[src/rtl/tmo_mon_pkg.sv]
package tmo_mon_pkg;

    typedef enum logic [1:0] {
        ST_IDLE   = 2'd0,
        ST_ARMED  = 2'd1,
        ST_EXPIRE = 2'd2
    } mon_state_e;

endpackage

[src/rtl/tmo_limit_decode.sv]
module tmo_limit_decode #(
    parameter int FIELD_W    = 8,
    parameter int UNIT_SHIFT = 3,
    parameter int MIN_FIELD  = 5,
    parameter int CNT_W      = FIELD_W + UNIT_SHIFT + 1
) (
    input  logic [FIELD_W-1:0] fld,
    output logic [CNT_W-1:0]   limit
);
    localparam logic [FIELD_W-1:0] MIN_F   = FIELD_W'(MIN_FIELD);
    localparam logic [CNT_W-1:0]   MIN_LIM = CNT_W'(MIN_FIELD) << UNIT_SHIFT;
    localparam logic [CNT_W-1:0]   MAX_LIM = CNT_W'(1) << (FIELD_W + UNIT_SHIFT);

    logic [CNT_W-1:0] fld_ext;

    always_comb begin
        fld_ext = {{(CNT_W-FIELD_W){1'b0}}, fld};
        if (fld == '0)
            limit = MAX_LIM;          // zero encodes the longest window
        else if (fld < MIN_F)
            limit = MIN_LIM;          // illegal small values are clamped
        else
            limit = fld_ext << UNIT_SHIFT;
    end

endmodule

[src/rtl/tmo_down_counter.sv]
module tmo_down_counter #(
    parameter int CNT_W = 12
) (
    input  logic             clk,
    input  logic             rst_n,
    input  logic             load,
    input  logic [CNT_W-1:0] load_val,
    input  logic             dec,
    output logic             last
);
    logic [CNT_W-1:0] cnt_q;

    always_ff @(posedge clk) begin
        if (!rst_n)
            cnt_q <= '0;
        else if (load)
            cnt_q <= load_val;
        else if (dec)
            cnt_q <= cnt_q - CNT_W'(1);
    end

    assign last = (cnt_q == CNT_W'(1));

    // The controller never decrements from the final count.
    assert_no_underflow_R2: assert property (@(posedge clk) disable iff (!rst_n)
        (dec && !load) |-> (cnt_q > CNT_W'(1)));

endmodule

[src/rtl/tmo_err_flag.sv]
module tmo_err_flag (
    input  logic clk,
    input  logic rst_n,
    input  logic expire,
    input  logic mask,
    input  logic clr,
    output logic flag
);
    logic set_ev;

    assign set_ev = expire && !mask;

    always_ff @(posedge clk) begin
        if (!rst_n)
            flag <= 1'b0;
        else if (set_ev)
            flag <= 1'b1;
        else if (clr)
            flag <= 1'b0;
    end

    assert_flag_cause_R9: assert property (@(posedge clk) disable iff (!rst_n)
        $rose(flag) |-> $past(expire) && !$past(mask));

    assert_clear_R10: assert property (@(posedge clk) disable iff (!rst_n)
        (clr && !expire) |=> !flag);

endmodule

[src/rtl/xact_timeout_mon.sv]
module xact_timeout_mon
    import tmo_mon_pkg::*;
#(
    parameter int FIELD_W    = 8,
    parameter int UNIT_SHIFT = 3,
    parameter int MIN_FIELD  = 5
) (
    input  logic               clk,
    input  logic               rst_n,
    input  logic               xact_start,
    input  logic               beat_ack,
    input  logic               tenure_done,
    input  logic               xact_pending,
    input  logic [FIELD_W-1:0] tmo_field,
    input  logic               report_dis,
    input  logic               status_clr,
    output logic               tmo_expire,
    output logic               monitor_active,
    output logic               err_sticky
);
    localparam int               CNT_W   = FIELD_W + UNIT_SHIFT + 1;
    localparam logic [CNT_W-1:0] MIN_LIM = CNT_W'(MIN_FIELD) << UNIT_SHIFT;
    localparam logic [CNT_W-1:0] MAX_LIM = CNT_W'(1) << (FIELD_W + UNIT_SHIFT);

    mon_state_e       state_q, state_d;
    logic [CNT_W-1:0] load_lim;
    logic             cnt_load, cnt_dec, cnt_last;

    tmo_limit_decode #(
        .FIELD_W(FIELD_W), .UNIT_SHIFT(UNIT_SHIFT),
        .MIN_FIELD(MIN_FIELD), .CNT_W(CNT_W)
    ) u_dec (
        .fld   (tmo_field),
        .limit (load_lim)
    );

    assert_limit_range_R3: assert property (@(posedge clk) disable iff (!rst_n)
        (load_lim >= MIN_LIM) && (load_lim <= MAX_LIM) &&
        (load_lim[UNIT_SHIFT-1:0] == '0));

    tmo_down_counter #(.CNT_W(CNT_W)) u_cnt (
        .clk      (clk),
        .rst_n    (rst_n),
        .load     (cnt_load),
        .load_val (load_lim),
        .dec      (cnt_dec),
        .last     (cnt_last)
    );

    // State register
    always_ff @(posedge clk) begin
        if (!rst_n)
            state_q <= ST_IDLE;
        else
            state_q <= state_d;
    end

    // Next state and counter control
    always_comb begin
        state_d  = state_q;
        cnt_load = 1'b0;
        cnt_dec  = 1'b0;
        unique case (state_q)
            ST_IDLE: begin
                if (xact_start) begin           // arm
                    state_d  = ST_ARMED;
                    cnt_load = 1'b1;
                end
            end
            ST_ARMED: begin
                if (tenure_done) begin
                    if (xact_pending)
                        cnt_load = 1'b1;        // chain
                    else
                        state_d = ST_IDLE;      // retire
                end else if (beat_ack) begin
                    cnt_load = 1'b1;            // refresh
                end else if (cnt_last) begin
                    state_d = ST_EXPIRE;        // expire
                end else begin
                    cnt_dec = 1'b1;
                end
            end
            ST_EXPIRE: state_d = ST_IDLE;       // recover
            default:   state_d = ST_IDLE;
        endcase
    end

    // Outputs
    always_comb begin
        tmo_expire     = (state_q == ST_EXPIRE);
        monitor_active = (state_q == ST_ARMED);
    end

    tmo_err_flag u_err (
        .clk    (clk),
        .rst_n  (rst_n),
        .expire (tmo_expire),
        .mask   (report_dis),
        .clr    (status_clr),
        .flag   (err_sticky)
    );

    assert_single_pulse_R2: assert property (@(posedge clk) disable iff (!rst_n)
        tmo_expire |=> !tmo_expire);

    assert_pulse_from_armed_R2: assert property (@(posedge clk) disable iff (!rst_n)
        $rose(tmo_expire) |-> $past(monitor_active));

    assert_idle_after_pulse_R8: assert property (@(posedge clk) disable iff (!rst_n)
        tmo_expire |=> !monitor_active);

    assert_retire_R6: assert property (@(posedge clk) disable iff (!rst_n)
        (monitor_active && tenure_done && !xact_pending) |=> (!monitor_active && !tmo_expire));

    assert_chain_R7: assert property (@(posedge clk) disable iff (!rst_n)
        (monitor_active && tenure_done && xact_pending) |=> monitor_active);

    assert_err_set_R9: assert property (@(posedge clk) disable iff (!rst_n)
        (tmo_expire && !report_dis) |=> err_sticky);

endmodule

[config.mk]
export PLATFORM = sky130hd
export DESIGN_NAME = xact_timeout_mon
export DESIGN_NICKNAME = d
export VERILOG_FILES = /design/src/rtl/tmo_mon_pkg.sv /design/src/rtl/tmo_limit_decode.sv /design/src/rtl/tmo_down_counter.sv /design/src/rtl/tmo_err_flag.sv /design/src/rtl/xact_timeout_mon.sv
export SDC_FILE = /design/constraint.sdc
export NUM_CORES = 1
export LEC_CHECK = 0
export BUFFER_PORTS_ARGS = -buffer_cell sky130_fd_sc_hd__buf_2
export CAP_MARGIN = 20
export CORE_UTILIZATION = 50
export DETAILED_ROUTE_END_ITERATION = 12
export GPL_TIMING_DRIVEN = 1
export PLACE_DENSITY_LB_ADDON = 0.1
export SETUP_SLACK_MARGIN = 0.4
export SKIP_LAST_GASP = 1
export SYNTH_ARGS = -nofsm -noshare
export SYNTH_HDL_FRONTEND = slang
export SYNTH_HIERARCHICAL = 1
export SYNTH_SLANG_ARGS = --single-unit
[constraint.sdc]
create_clock -name clk -period 2.84 [get_ports clk]
set_clock_uncertainty 0.1 [all_clocks]
set_input_delay 0.142 -clock clk [delete_from_list [all_inputs] [get_ports clk]]
set_output_delay 0.142 -clock clk [all_outputs]
set_load 0.02 [all_outputs]
==> flow_metrics.env, run 1 <==
export IMPL_yosys_warnings=6
export IMPL_clockRootBuffer="clkbuf_4"
export IMPL_maxCapViolCount=0
export IMPL_drt_wl_total_mm=2.24
export IMPL_ios=19
export IMPL_areaGrowthSynthToFinish_pct=16.6
export IMPL_grt_overflow=0
export IMPL_setup_ws_ns=0.503
export IMPL_hold_viol_final=0
export IMPL_port_buffers=18
export IMPL_synth_edf_count=0
export IMPL_die_h_um=47.3
export IMPL_h_tree_depth=1
export IMPL_layout_drive_gt1_share=0.336
export IMPL_synthFlopType="dfxtp_1"
export IMPL_synth_async_reset_ratio=0
export IMPL_outcome="finished, final reports clean"
export IMPL_synth_seq_cells=15
export IMPL_worstPathArrival_ns=2.45
export IMPL_syn_avg_cell_area_um2=8.35
export IMPL_layout_common_cells="buf_2 (18), dfxtp_1 (13), o21ai_0 (9)"
export IMPL_viasPerCell=5.80
export IMPL_setup_viol=0
export IMPL_slew_viol_final=0
export IMPL_fp_dieW_um=47.3
export IMPL_rsz0062_at_grt="false"
export IMPL_min_path_type="in -> reg"
export IMPL_final_nets=156
export IMPL_antennaDiodeCount=0
export IMPL_period_share=0.823
export IMPL_fmax_mhz=428
export IMPL_timing_final_crit_period_ns=2.34
export IMPL_antenna_left=0
export IMPL_cts_max_path_buffers=2
export IMPL_dr_pass1_iters=4
export IMPL_powerDensity_mw_per_mm2=431
export IMPL_grt_pass1_wl_mm=3.28
export IMPL_yosysUniqueCellTypes=43
export IMPL_drc=0
export IMPL_final_common_cell="buf_2"
export IMPL_timing_setup_tns_ns=0
export IMPL_num_vias=951
export IMPL_initial_core_util=0.529
export IMPL_cp_end_kind="flip-flop"
export IMPL_grt_pass1_vias=777
export IMPL_r2r_start="u_cnt/cnt_q[1]"
export IMPL_path_clk_slew_ns=0.10
export IMPL_hpwl_mm=1.53
export IMPL_drtIter0Drc=23
export IMPL_synth_top_area_share=0.292
export IMPL_leakagePower_nw=0.477
export IMPL_crit_type="reg -> reg"
export IMPL_ir_drop_mv=0.305
export IMPL_hold_start="status_clr"
export IMPL_dp_slack_ns=0.271
export IMPL_antenna_found_initial=0
export IMPL_cts_made_buffers=3
export IMPL_worstSetupStartpointType="flip-flop"
export IMPL_gp_congestion=0.818
export IMPL_die_area_mm2=0.00224
export IMPL_synth_area_leader_cell="dfxtp_1"
export IMPL_rows=16
export IMPL_grt_total_usage=0.209
export IMPL_clock_sinks=15
export IMPL_startpoint="u_cnt/cnt_q[1]"
export IMPL_post_drt_wl_per_cell_um=13.7
export IMPL_cp_max_fo=5
export IMPL_cts_tree="yes"
export IMPL_syn_inst=123
export IMPL_synth_cell_area_mm2=0.00103
export IMPL_critPathRequiredTime_ns=2.95
export IMPL_clkLatencyLatePin_ns=0.29
export IMPL_seq_area_frac_synth=0.292
export IMPL_core_mm2=0.00194
export IMPL_grt_max_degree=16
export IMPL_synth_area_leaders="dfxtp_1 (29%), o21ai_0 (4.4%), clkbuf_1 (4.0%)"
[sequential cells by signal, summed over array words and instances, names as in the netlist]
signal	count
u_cnt/cnt_q	12
u_err/flag	1
state_q	2
[through the flow]
| stage | power [mW] | util | area, µm² | hold slack (ns) | cells |
|---|---|---|---|---|---|
| 2_1_floorplan | 0.345 | - | 1040 | 0.188 | 125 |
| 3_3_place_gp | 0.372 | 0.562 | 1090 | 0.313 | 156 |
| 3_5_place_dp | 0.375 | 0.562 | 1090 | 0.321 | 156 |
| 4_1_cts | 0.506 | 0.590 | 1140 | 0.00663 | 160 |
| 5_1_grt | 0.544 | 0.617 | 1200 | 0.0235 | 164 |
| 6_report | 0.516 | 0.617 | 1200 | 0.00578 | 164 |
[routing by layer]
metal  share of wire  GRT usage  up-vias
li1                -          -      477
met1            0.48      0.280      436
met2            0.44      0.332       33
met3           0.064     0.0346        5
met4           0.015     0.0857        0
met5               0          0        -
[repair_timing]
| action | in CTS | in global routing |
|---|---|---|
| resized for setup | 5 | 5 |
| pin swaps | 0 | 4 |
| gates cloned | 0 | 1 |
| setup buffers | 0 | 3 |
| hold buffers | 0 | 0 |
| setup endpoints to repair | 8 | 6 |
[area by class of cell]
| type | instances | area (µm²) |
|---|---|---|
| repair buffers | 22 | 120 |
| flip-flops and latches | 15 | 303 |
| fillers | 181 | 744 |
| clock buffers | 4 | 26.3 |
| multi-input cells | 93 | 703 |
| well taps | 27 | 33.8 |
| inverters | 3 | 11.3 |
[cell usage after synthesis, types with 2 or more instances]
| cell type | count |
|---|---|
| o31ai_1 | 3 |
| buf_4 | 3 |
| nor2_1 | 5 |
| o21ai_0 | 9 |
| nor2b_1 | 4 |
| or3_1 | 4 |
| clkbuf_1 | 11 |
| o211a_1 | 3 |
| inv_1 | 3 |
| a211oi_1 | 3 |
| or4_1 | 5 |
| or3b_1 | 2 |
| ha_1 | 2 |
| nor4_1 | 4 |
| xnor2_1 | 3 |
| dfxtp_1 | 15 |
| a31oi_1 | 6 |
| nand2_1 | 4 |
| or2_2 | 5 |
| a31o_2 | 2 |
| nand2b_1 | 5 |
[cells by family (layout without fill, tap and decap cells)]
logic type                 after synthesis  in the layout  share of synthesized area
xor gates and xnor gates                 4              4                     0.0341
buffers and inverters                   18             29                     0.0840
muxes                                    1              1                    0.00974
adders and majority gates                2              2                     0.0244
other                                    1              3                    0.00365
DFF                                     15             15                      0.292
and+or+nand+nor                         48             49                      0.307
AOI/OAI and AO/OA                       34             34                      0.245
[critical path, cell delays in order (launching register included)]
cell     delay (ns)
dfxtp_2        0.37
inv_1          0.06
ha_1           0.16
or4b_4         0.21
nor4_4         0.04
and3b_2        0.31
or3b_4         0.42
or4_1          0.40
a31oi_1        0.18
[final timing paths]
kind	endpoint	slack, ns	depth (start not counted)
max	u_cnt/cnt_q[5]	0.50	8
min	u_err/flag	0.006	3
max reg2reg	u_cnt/cnt_q[5]	0.50	8
min reg2reg	u_err/flag	0.38	2
[power breakdown]
group	switching (mW)	total [mW]	internal, mW
Sequential	0.0196	0.249	0.229
Clock	0.0714	0.126	0.0546
Combinational	0.0761	0.142	0.0655
Total	0.167	0.516	0.349
Power figures use the tool's default switching activity.
==> inputs of run 2 (changes only) <==
Clock period 2.84 ns to 2.17 ns, I/O delays scaled along.
==> run 2 against run 1 <==
Against the previous run:
- the run now ends with setup timing left
- non-clock buffer count is 24 higher
- utilization is 13 points higher
- global-route usage is 6.4 points higher
- total power is 47% higher
- sequential share of layout area is 4.5 points lower
- largest power group unchanged
==> flow_metrics.env, run 2 (same netlist as run 1, synthesis figures left out) <==
export IMPL_ir_drop_mv=0.410
export IMPL_cp_buffers_inverters=1
export IMPL_powerDensity_mw_per_mm2=521
export IMPL_period_share=1.04
export IMPL_layout_common_cells="buf_4 (23), buf_2 (18), dfxtp_1 (13)"
export IMPL_rsz0062_at_grt="true"
export IMPL_violations="setup timing"
export IMPL_areaGrowthSynthToFinish_pct=41.5
export IMPL_cts_made_buffers=3
export IMPL_fmax_mhz=441
export IMPL_crit_chain="inv_2 > ha_4 > or4b_4 > nor4_4 > and3b_2 > or3b_4 > or4_4 > a31oi_1"
export IMPL_antenna_left=0
export IMPL_hold_start="rst_n"
export IMPL_antennaDiodeCount=0
export IMPL_hold_end="u_cnt/cnt_q[8]"
export IMPL_top_register="u_cnt/cnt_q"
export IMPL_r2r_cells=8
export IMPL_ios=19
export IMPL_outcome="complete, but fails checks"
export IMPL_setup_ws_ns=-0.0962
export IMPL_cts_max_path_buffers=2
export IMPL_grt_overflow=0
export IMPL_max_stage_delay_ns=0.43
export IMPL_cp_end_kind="flip-flop"
export IMPL_timing_setup_tns_ns=-0.379
export IMPL_port_buffers=18
export IMPL_fp_dieW_um=47.3
export IMPL_place_area_mm2=0.00124
export IMPL_layout_drive_gt1_share=0.472
export IMPL_reg2reg_to="u_cnt/cnt_q[5]"
export IMPL_hold_viol_final=0
export IMPL_die_area_mm2=0.00224
export IMPL_hold_depth=2
export IMPL_min_path_type="in -> reg"
export IMPL_grt_pass1_wl_mm=4.20
export IMPL_gp_congestion=0.825
export IMPL_whs_ns=0.0734
export IMPL_drt_wl_total_mm=2.82
export IMPL_cpLargestDelayFamily="simple AND/OR/NAND/NOR gates"
export IMPL_viasPerCell=5.71
export IMPL_critPathRequiredTime_ns=2.28
export IMPL_r2r_setup_slack_ns=-0.1
export IMPL_timing_final_crit_period_ns=2.27
export IMPL_die_h_um=47.3
export IMPL_rows=16
export IMPL_drc=0
export IMPL_crit_path_top_delay_cell="or3b_4"
export IMPL_maxCapViolCount=0
export IMPL_grt_pass1_vias=955
export IMPL_core_mm2=0.00194
export IMPL_final_nets=180
export IMPL_clockRootBuffer="clkbuf_4"
export IMPL_post_drt_wl_per_cell_um=15.0
export IMPL_hpwl_mm=1.79
export IMPL_setup_viol=6
export IMPL_h_tree_depth=1
export IMPL_num_vias=1073
export IMPL_grt_total_usage=0.273
export IMPL_worstPathArrival_ns=2.38
export IMPL_cp_max_fo=5
export IMPL_clock_sinks=15
export IMPL_largest_reg_flops=12
export IMPL_clkLatencyLatePin_ns=0.28
export IMPL_worstSetupStartpointType="flip-flop"
export IMPL_cts_tree="yes"
export IMPL_stdcell_area_mm2=0.00145
export IMPL_reg_top3="u_cnt/cnt_q (12), state_q (2), u_err/flag (1)"
export IMPL_drtIter0Drc=26
export IMPL_slew_viol_final=0
export IMPL_final_common_cell="buf_4"
export IMPL_dr_pass1_iters=4
export IMPL_dp_slack_ns=-0.137
export IMPL_grt_max_degree=16
export IMPL_leakagePower_nw=0.609
export IMPL_r2r_start="u_cnt/cnt_q[1]"
export IMPL_crit_type="reg -> reg"
export IMPL_path_clk_slew_ns=0.09
export IMPL_antenna_found_initial=0
export IMPL_initial_core_util=0.529
## run 2: changes by cell type in the layout (fill, tap and decap cells not counted), moves of 2 or more
cell and delta:
buf_4 +19, buf_6 +3, dlygate4sd3_1 +2, ha_1 -2
ha_4 +2, o21ai_0 -2, o21ai_1 +2, or4_1 -2
or4_4 +2
## run 2: worst max-delay path by stage
stage	to	start	cells after the start
floorplan	u_cnt/cnt_q[8]	u_cnt/cnt_q[1]	9
CTS	u_cnt/cnt_q[5]	u_cnt/cnt_q[1]	8
detailed placement	u_cnt/cnt_q[4]	u_cnt/cnt_q[1]	9
global placement	u_cnt/cnt_q[4]	u_cnt/cnt_q[1]	9
global route	u_cnt/cnt_q[10]	u_cnt/cnt_q[1]	10
finish	u_cnt/cnt_q[5]	u_cnt/cnt_q[1]	8
## run 2: layout make-up
class | count | area (µm²)
Inverter | 3 | 11.3
Multi-Input combinational cell | 93 | 763
Fill cell | 136 | 488
Tap cell | 27 | 33.8
Timing Repair Buffer | 46 | 317
Clock buffer | 4 | 26.3
Sequential cell | 15 | 303
## run 2: metrics by stage
stage / total power [mW] / std cells / utilization
finish: 0.758 / 188 / 0.749
global route: 0.803 / 188 / 0.749
CTS: 0.739 / 185 / 0.721
detailed placement: 0.543 / 172 / 0.638
global placement: 0.539 / 172 / 0.638
floorplan: 0.464 / 125 / -
## run 2: power by group
part / total [mW] / internal [mW] / switching (mW) / leakage (nW)
Clock: 0.159 / 0.0712 / 0.0877 / 0.0150
Combinational: 0.282 / 0.137 / 0.144 / 0.469
Sequential: 0.317 / 0.300 / 0.0174 / 0.125
## run 2: worst register-to-register path: cells and delay by family, from the launching register on
| family | cells | cell delay, ns |
|---|---|---|
| flops | 1 | 0.34 |
| simple gates | 5 | 1.40 |
| fa+ha+maj | 1 | 0.14 |
| compound gates | 1 | 0.18 |
| buf+inv | 1 | 0.05 |
## run 2: routing by layer
layer	up-vias	GRT usage	wire length [µm]
met5	-	0	0
met4	0	0.177	66
met3	8	0.0577	132
met2	46	0.441	1400
met1	492	0.325	1220
li1	527	-	-
## run 2: repair_timing
| action | CTS | global route |
|---|---|---|
| gates cloned | 1 | 0 |
| setup endpoints to repair | 13 | 14 |
| pin swaps | 4 | 7 |
| endpoints found under the hold margin | 1 | 0 |
| hold buffers | 2 | 0 |
| buffers inserted | 6 | 3 |
| resized for setup | 12 | 7 |
==> inputs of run 3 (changes only) <==
Settings changed: SYNTH_HIERARCHICAL 1 to default.
==> run 3 against run 2 <==
Against the previous run:
- the run ends with hold timing left
- global-route usage decreased by 4.5 points
- flip-flop and latch count unchanged
- sequential share of layout area increased by 3.5 points
- sequential power increased by 2%
==> flow_metrics.env, run 3 <==
export IMPL_outcome="complete, but fails checks"
export IMPL_violations="hold timing"
export IMPL_synth_area_leader_cell="dfxtp_1"
export IMPL_min_path_type="in -> reg"
export IMPL_place_area_mm2=0.00109
export IMPL_rows=15
export IMPL_whs_ns=-0.00470
export IMPL_drtIter0Drc=21
export IMPL_die_area_mm2=0.00206
export IMPL_grt_max_degree=16
export IMPL_syn_avg_cell_area_um2=8.71
export IMPL_synth_area_leaders="dfxtp_1 (32%), nand2_1 (4.4%), o21ai_0 (4.3%)"
export IMPL_cp_max_fo=8
export IMPL_h_tree_depth=1
export IMPL_path_clk_slew_ns=0.10
export IMPL_maxCapViolCount=0
export IMPL_antenna_found_initial=0
export IMPL_crit_type="reg -> reg"
export IMPL_timing_setup_tns_ns=0
export IMPL_reg_top3="u_cnt.cnt_q (12), state_q (2), u_err.flag (1)"
export IMPL_synthFlopType="dfxtp_1"
export IMPL_synth_async_reset_ratio=0
export IMPL_hold_depth=3
export IMPL_multiInputGateArea_um2=691
export IMPL_cpLargestDelayFamily="simple AND/OR/NAND/NOR gates"
export IMPL_final_nets=161
export IMPL_max_stage_delay_ns=0.53
export IMPL_relSlewSlack=0.647
export IMPL_die_h_um=45.4
export IMPL_grt_overflow=0
export IMPL_fillCellCount=143
export IMPL_core_mm2=0.00175
export IMPL_grt_pass1_wl_mm=3.35
export IMPL_port_buffers=18
export IMPL_dr_pass1_iters=4
export IMPL_synthTopCellsByCount="dfxtp_1 (15), nand2_1 (11), nor2_1 (8), o21ai_0 (8), nor3_1 (7)"
export IMPL_slew_viol_final=0
export IMPL_cts_max_path_buffers=2
export IMPL_initial_core_util=0.539
export IMPL_gp_congestion=0.861
export IMPL_clock_sinks=15
export IMPL_leakagePower_nw=0.496
export IMPL_fp_dieW_um=45.4
export IMPL_crit_cells=6
export IMPL_areaGrowthSynthToFinish_pct=37.4
export IMPL_hold_viol_final=1
export IMPL_layout_common_cells="buf_2 (18), buf_4 (14), nand2_1 (10), dfxtp_1 (10)"
export IMPL_syn_inst=108
export IMPL_stdcell_area_mm2=0.00129
export IMPL_final_common_cell="buf_2"
export IMPL_seq_area_frac_synth=0.319
export IMPL_grt_total_usage=0.228
export IMPL_cp_end_kind="flip-flop"
export IMPL_ir_drop_mv=0.401
export IMPL_yosys_warnings=0
export IMPL_yosysUniqueCellTypes=38
export IMPL_critPathRequiredTime_ns=2.27
export IMPL_timing_final_crit_period_ns=1.84
export IMPL_antenna_left=0
export IMPL_top_register="u_cnt.cnt_q"
export IMPL_synth_top_area_share=0.319
export IMPL_register_area_um2=314
export IMPL_layout_drive_gt1_share=0.423
export IMPL_cp_buffers_inverters=2
export IMPL_drc=0
export IMPL_powerDensity_mw_per_mm2=539
export IMPL_crit_chain="or4b_4 > a31oi_4 > buf_12 > buf_4 > a211oi_2 > a311oi_1"
export IMPL_tightestPinTransition_ns=0.526
export IMPL_worstSetupStartpointType="flip-flop"
export IMPL_setup_viol=0
export IMPL_cts_tree="yes"
export IMPL_synth_seq_cells=15
export IMPL_clockRootBuffer="clkbuf_4"
export IMPL_hpwl_mm=1.52
export IMPL_antennaDiodeCount=0
export IMPL_ios=19
export IMPL_viasPerCell=5.77
export IMPL_num_vias=964
export IMPL_largest_reg_flops=12
export IMPL_crit_path_top_delay_cell="or4b_4"
export IMPL_cts_made_buffers=3
export IMPL_fmax_mhz=543
export IMPL_syn_nets=126
export IMPL_rsz0062_at_grt="true"
export IMPL_drt_wl_total_mm=2.32
export IMPL_clkLatencyLatePin_ns=0.29
export IMPL_synth_cell_area_um2=941
export IMPL_worstPathArrival_ns=1.95
export IMPL_grt_pass1_vias=779
export IMPL_synth_edf_count=0
export IMPL_period_share=0.849
export IMPL_yosysMostFrequentCell="dfxtp_1"
export IMPL_post_drt_wl_per_cell_um=13.9
export IMPL_r2r_cells=6
-- run 3: path summary, 6_finish.rpt --
path | startpoint | end | slack [ns]
setup / recovery | state_q[1] | u_cnt.cnt_q[4] | 0.33
hold / removal | tmo_field[5] | u_cnt.cnt_q[8] | -0.005
setup reg to reg | state_q[1] | u_cnt.cnt_q[4] | 0.33
hold reg to reg | u_cnt.cnt_q[10] | u_cnt.cnt_q[10] | 0.41
-- run 3: cell families (layout without fill, tap and decap cells) --
family / Yosys count / after routing / synth area share
flip-flops: 15 / 15 / 0.319
multiplexers: 2 / 2 / 0.0213
AO/OA/AOI/OAI: 32 / 32 / 0.239
adder cells (fa/ha/maj): 2 / 2 / 0.0266
XOR/XNOR: 5 / 5 / 0.0465
AND/OR/NAND/NOR: 46 / 46 / 0.315
buffers and inverters: 6 / 40 / 0.0319
-- run 3: worst reg2reg max path, stage by stage, from the launching register on --
cell      delay, ns
dfxtp_4        0.36
or4b_4         0.53
a31oi_4        0.24
buf_12         0.16
buf_4          0.11
a211oi_2       0.05
a311oi_1       0.20
-- run 3: cell type report --
| type | count | share of cell area |
|---|---|---|
| Clock buffer | 3 | 0.0174 |
| Clock inverter | 1 | 0.00387 |
| Multi-Input combinational cell | 87 | 0.534 |
| Timing Repair Buffer | 33 | 0.167 |
| Sequential cell | 15 | 0.243 |
| Inverter | 3 | 0.0106 |
| Tap cell | 25 | 0.0242 |
-- run 3: power breakdown --
group | switching, mW | leakage, nW | internal, mW
registers | 0.0314 | 0.126 | 0.293
logic | 0.107 | 0.352 | 0.0953
clock network | 0.102 | 0.0177 | 0.0686
total | 0.240 | 0.496 | 0.456
-- run 3: what timing repair did --
| action | 4_1_cts | 5_1_grt |
|---|---|---|
| setup buffers | 6 | 5 |
| pin swaps | 4 | 10 |
| setup endpoints to repair | 12 | 10 |
| hold buffers | 0 | 0 |
| gates resized for setup | 10 | 13 |
-- run 3: per-layer routing --
layer  GRT usage  routed length, µm  up-vias
li1            -                  -      477
met1       0.302               1070      454
met2       0.377               1120       29
met3      0.0238                 97        4
met4      0.0909                 28        0
met5           0                  0        -
-- run 3: through the flow --
step,power (mW),worst slack (ns),instances,hold WS [ns],util
3_5_place_dp,0.495,0.120,152,0.317,0.623
6_report,0.697,0.327,167,-0.00470,0.741
3_3_place_gp,0.493,0.175,152,0.307,0.623
4_1_cts,0.670,0.368,162,0.000446,0.687
5_1_grt,0.724,0.261,167,0.0151,0.741
2_1_floorplan,0.435,0.390,108,0.150,-
